==> src/rtl/cmo_prefetch_decoder.sv <==
module cmo_prefetch_decoder #(
  parameter int XLEN = 64
) (
  input  logic [31:0]     insn_i,
  output logic [6:0]      op_o,
  output logic [4:0]      rs1_o,
  output logic [XLEN-1:0] pf_offset_o,
  output logic            illegal_o,
  output logic            not_mine_o
);

  localparam logic [6:0] OPC_MISC_MEM = 7'b0001111;
  localparam logic [6:0] OPC_OP_IMM   = 7'b0010011;
  localparam logic [2:0] F3_CBO       = 3'b010;
  localparam logic [2:0] F3_ORI       = 3'b110;
  localparam int         OFS_W        = 12;

  logic [6:0]  opcode;
  logic [2:0]  funct3;
  logic [4:0]  rd;
  logic [11:0] imm12;
  logic [4:0]  kind;
  logic        cbo_space, pf_space, cbo_hit, pf_hit;
  logic [3:0]  cbo_sel;
  logic [2:0]  pf_sel;

  assign opcode = insn_i[6:0];
  assign rd     = insn_i[11:7];
  assign funct3 = insn_i[14:12];
  assign imm12  = insn_i[31:20];
  assign kind   = insn_i[24:20];
  assign rs1_o  = insn_i[19:15];

  always_comb begin
    case (imm12)
      12'd0:   cbo_sel = 4'b0001;
      12'd1:   cbo_sel = 4'b0010;
      12'd2:   cbo_sel = 4'b0100;
      12'd4:   cbo_sel = 4'b1000;
      default: cbo_sel = 4'b0000;
    endcase
  end

  always_comb begin
    case (kind)
      5'd0:    pf_sel = 3'b001;
      5'd1:    pf_sel = 3'b010;
      5'd3:    pf_sel = 3'b100;
      default: pf_sel = 3'b000;
    endcase
  end

  assign cbo_space = (opcode == OPC_MISC_MEM) && (funct3 == F3_CBO);
  assign pf_space  = (opcode == OPC_OP_IMM) && (funct3 == F3_ORI) && (rd == 5'd0);
  assign cbo_hit   = cbo_space && (rd == 5'd0) && (cbo_sel != 4'b0000);
  assign pf_hit    = pf_space && (pf_sel != 3'b000);

  assign op_o       = {pf_hit ? pf_sel : 3'b000, cbo_hit ? cbo_sel : 4'b0000};
  assign illegal_o  = cbo_space && !cbo_hit;
  assign not_mine_o = !cbo_space && !pf_hit;

  assign pf_offset_o = pf_hit
    ? {{(XLEN-OFS_W){insn_i[31]}}, insn_i[31:25], 5'b00000}
    : '0;

  always_comb begin
    AST_OP_ONEHOT: assert ($onehot0(op_o)) else $error("op_o not one-hot");
    AST_RESERVED_NO_OP: assert (!(illegal_o && (op_o != 7'd0))) else $error("reserved word with an op");
    AST_OFFSET_ALIGNED: assert (pf_offset_o[4:0] == 5'd0) else $error("offset low bits set");
    AST_OFFSET_ONLY_PF: assert ((op_o[6:4] != 3'd0) || (pf_offset_o == '0)) else $error("stray offset");
    AST_OFFSET_SIGN: assert ((pf_offset_o[XLEN-1:OFS_W-1] == '0) || (&pf_offset_o[XLEN-1:OFS_W-1]))
      else $error("offset not sign-extended");
    AST_ONE_VERDICT: assert ($onehot({not_mine_o, illegal_o, op_o != 7'd0})) else $error("verdict clash");
  end

endmodule

==> config.mk <==
export PLATFORM = sky130hd
export DESIGN_NAME = cmo_prefetch_decoder
export DESIGN_NICKNAME = d
export VERILOG_FILES = /design/src/rtl/cmo_prefetch_decoder.sv
export SDC_FILE = /design/constraint.sdc
export NUM_CORES = 1
export LEC_CHECK = 0
export BUFFER_PORTS_ARGS = -buffer_cell sky130_fd_sc_hd__buf_2
export CAP_MARGIN = 0
export CORE_MARGIN = 2
export CORE_UTILIZATION = 34
export DETAILED_ROUTE_END_ITERATION = 6
export GPL_TIMING_DRIVEN = 0
export PLACE_DENSITY = 0.91
export SYNTH_ARGS = -nofsm -noshare
export SYNTH_HDL_FRONTEND = slang
export SYNTH_SLANG_ARGS = --single-unit
export TNS_END_PERCENT = 50
==> constraint.sdc <==
create_clock -name vclk -period 7.91
set_clock_uncertainty 0.1 [all_clocks]
set_input_delay 2.373 -clock vclk [all_inputs]
set_output_delay 2.373 -clock vclk [all_outputs]
set_load 0.02 [all_outputs]
# Word-level counts from Yosys, hierarchy flattened

Index checks and enable logic that the tools add are counted.

Bits of input ports: 32
Register bits: 0
Word-level logic and storage cells: 30

Equality and inequality tests: 9
Reductions and logical operators: 16
Multiplexer cells: 5

Operator list:

| kind                                                              | count |
|---|---|
| 64-bit two-way mux                                                | 1 |
| 4-bit case mux with 4 select lines                                | 1 |
| 12-bit by 1-bit == test with 1-bit output (second input constant) | 1 |
| 12-bit by 2-bit == test with 1-bit output (second input constant) | 1 |
| 12-bit by 3-bit == test with 1-bit output (second input constant) | 1 |
| 12-bit logical NOT                                                | 1 |
| 5-bit logical NOT                                                 | 2 |
| 3-bit case mux with 3 select lines                                | 1 |
| 1-bit logical AND                                                 | 8 |
| 7-bit by 4-bit == test with 1-bit output (second input constant)  | 1 |
| 7-bit by 5-bit == test with 1-bit output (second input constant)  | 1 |
| 5-bit by 1-bit == test with 1-bit output (second input constant)  | 1 |
| 5-bit by 2-bit == test with 1-bit output (second input constant)  | 1 |
| 4-bit two-way mux                                                 | 1 |
| 4-bit nonzero test                                                | 1 |
| 3-bit by 2-bit == test with 1-bit output (second input constant)  | 1 |
| 3-bit == test (second input constant)                             | 1 |
| 1-bit logical NOT                                                 | 3 |
| 3-bit two-way mux                                                 | 1 |
| 3-bit nonzero test                                                | 1 |

# Depth between registers and ports, before layout

Depth in word-level cells: 6
Gate-level depth with buffers: 5
Depth with buffers taken out: 4

# Worst setup path after synthesis

OpenSTA, ideal clock, no wires.

Path type: in2out
Start: input insn_i[5]
End: output pf_offset_o[12]
Setup slack: 1201 ps
Arrival: 4236 ps
Buffers on the path: 1
Stages on the path: 5
Path through: nor4b_2 nand3_1 nor3_1 and3_2 buf_4

Word-level cells in the longest chain between the ends: 5

RTL lines:

| item                                     | line | text |
|---|---|---|
| from (decl)                              | 4    | `input logic [31:0] insn_i,` |
| 7-bit by 5-bit == test with 1-bit output | 54   | `assign pf_space = (opcode == OPC_OP_IMM) && (funct3 == F3_ORI) && (rd == 5'd0);` |
| 1-bit logical AND (2 in series)          | 54   |  |
| 1-bit logical AND                        | 56   | `assign pf_hit = pf_space && (pf_sel != 3'b000);` |
| 64-bit two-way mux                       | 63   | `? {{(XLEN-OFS_W){insn_i[31]}}, insn_i[31:25], 5'b00000}` |
| to (decl)                                | 7    | `output logic [XLEN-1:0] pf_offset_o,` |

Every way passes these cells.

# Worst setup path after layout

Start: input insn_i[5]
End: output pf_offset_o[35]

Same word-level chain as after synthesis.

==> flow_metrics.py <==
metrics = {
    "setup_path": {
        "start_kind": "primary input",
        "max_stage_delay_ns": 0.86,
        "critPathCaptureType": "output pin",
        "crit_path_top_delay_cell": "and3_2",
        "timing_worst_setup_path_type": "in -> out",
        "critical_path_required_ns": 5.44,
        "timing.critical_path.to": "pf_offset_o[35]",
        "critical-path-top-cell-by-count": "buf_2",
        "critical_path.max_fanout": 53,
        "wp_buf_inv": 3,
        "crit_chain": "buf_2, nor4b_2, nand3_1, nor3_1, and3_2, buf_4, buf_2",
        "worst-path-stages": 7,
        "critical_path_arrival_ns": 4.78,
        "path_delay_family": "simple AND/OR/NAND/NOR gates",
        "worst_setup_path_startpoint": "insn_i[5]",
    },
    "place": {
        "dpl_worst_slack_ns": 0.584,
        "port_buffers": 99,
        "gp_routability_congestion": 0.749,
        "detailedPlacementHpwl_um": 1900,
    },
    "detailed_routing": {
        "num_vias": 936,
        "drt-pass1-iter-count": 4,
        "wl_per_cell_um": 9.18,
        "route.antenna.remaining_nets": 0,
        "detail_route.vias_per_cell": 4.02,
        "total_wirelength_um": 2140,
        "drt_first_iter_violations": 3,
        "drc_errors": 0,
    },
    "global_routing": {
        "vias_in_the_first_global_route": 758,
        "largest_net_degree_at_the_start_of_global_routing": 54,
        "overflow": 0,
        "grt_pass1_wl_um": 3150,
        "grt_antenna_before_repair": 0,
        "grt_use_total": 0.148,
    },
    "sta": {
        "final_max_slew_viol_count": 0,
        "finalCriticalPeriod_ns": 7.26,
        "finalHoldWorstSlack_ns": 4.86,
        "fmax_mhz": 138,
        "final_setup_slack_of_the_worst_path_ns": 0.654,
        "tightest_slew_ns": 0.794,
        "fin_tns_setup_ns": 0,
        "rsz0062_at_grt": "no",
        "maxSlewHeadroom": 0.470,
        "min_period_over_period": 0.917,
        "setup_viol_count_final": 0,
        "timing.final.hold_violations": 0,
    },
    "die": {
        "core-area_sq_mm": 0.00200,
        "die_area_sq_mm": 0.00255,
        "pin_count": 110,
        "chipHeight_um": 50.5,
        "initial_core_util": 0.368,
        "die_w_um": 50.5,
        "placementRows": 16,
    },
    "run_status": {
        "status": "completed",
    },
    "layout": {
        "layout-drive-gt1-share": 0.845,
        "area_growth_pct": 74.0,
        "numSequentialCells": 0,
        "final_nets": 240,
        "antennaDiodeCount": 0,
        "layout.filler_cells": 187,
        "nClkBuffers": 0,
        "seqCellArea_sq_um": 0,
        "multiInputGateArea_sq_um": 282,
    },
    "flow_run": {
        "drv_cap": 0,
    },
    "cts": {
        "hold_fix_buffers_cts": 0,
        "cts_resized": 0,
        "cts_setup_buffers": 0,
    },
    "yosys": {
        "synth_top_area_share": 0.633,
        "synth_cell_types": 20,
        "syn-cell-area_sq_um": 736,
        "synth-seq-area-share": 0,
        "synth-warning-count": 0,
        "post_synth_inst_count": 103,
        "ys_top_cells_by_area": "buf_4, and3_2, nor3b_1, nor3_1, nand2_1",
        "synth.largest_area_cell": "buf_4",
        "syn-mean-instance-area_sq_um": 7.14,
    },
    "hold_path": {
        "worst_hold_path.num_cells": 2,
        "holdCritPathClass": "in -> out",
    },
    "power_and_ir_drop": {
        "power.total_w": 0.0000205,
        "irDropWorstVdd_mv": 0.0207,
        "cellPowerDensity_mw_per_mm2": 16.0,
        "total_leakage_power_nw": 0.948,
    },
}
## per-stage QoR
stage                     std cells  cell area (sq um)   util
after floorplan                 107                751      -
after CTS                       233               1280  0.639
after global placement          233               1280  0.639
final                           233               1280  0.639
after global routing            233               1280  0.639
after detailed placement        233               1280  0.639
## cells in the final DEF (no fill, tap or decap)
cell	count
buf_2	99
buf_4	62
and3_2	9
nand2_1	5
conb_1	5
nor3_1	4
nor2_1	3
nor4_1	3
nor3b_1	3
o21ai_0	2
nor4b_2	1
nand3_1	1
nand4b_1	1
clkbuf_1	1
nand2b_1	1
nor4bb_1	1
or4_4	1
nor3b_2	1
and3b_2	1
and3b_1	1
a31oi_1	1
## metal layers
layer | track usage | routed length, um | vias up
met2 | 0.292 | 993 | 78
met4 | 0.00901 | 0 | 0
met5 | 0 | 0 | -
li1 | - | - | 487
met3 | 0.0506 | 365 | 0
met1 | 0.156 | 779 | 371
## layout make-up
class / instances / area share
Timing Repair Buffer: 99 / 0.387
Buffer: 63 / 0.367
Multi-Input combinational cell: 44 / 0.220
Tap cell: 27 / 0.0264
## power breakdown
| group | switching, W | internal [W] |
|---|---|---|
| clock network | 0 | 0 |
| registers | 0 | 0 |
| logic | 0.0000102 | 0.0000103 |
## cells by family (layout without fill, tap and decap cells)
logic type             after synthesis  count (layout)  synth area share
AOI/OAI and AO/OA                    3               3            0.0221
buffers and inverters               63             162             0.638
other                                1               5           0.00510
and+or+nand+nor                     36              36             0.335
## Yosys cell counts, drive strengths merged
master	n
or4	1
a31oi	1
nor3	4
nand2	5
nand4b	1
nand2b	1
nor4bb	1
and3	9
buf	62
nor4b	1
conb	1
clkbuf	1
and3b	2
nand3	1
nor2	3
nor3b	4
nor4	3
o21ai	2
## worst min path at each step
stage / startpoint / end / slack [ns]
final: insn_i[16] / rs1_o[1] / 4.86
after global routing: insn_i[15] / rs1_o[0] / 4.87
after CTS: insn_i[16] / rs1_o[1] / 4.86
after detailed placement: insn_i[16] / rs1_o[1] / 4.86
after global placement: insn_i[17] / rs1_o[2] / 4.86
after floorplan: insn_i[20] / op_o[4] / 4.73
(Power assumes the default switching activity.)
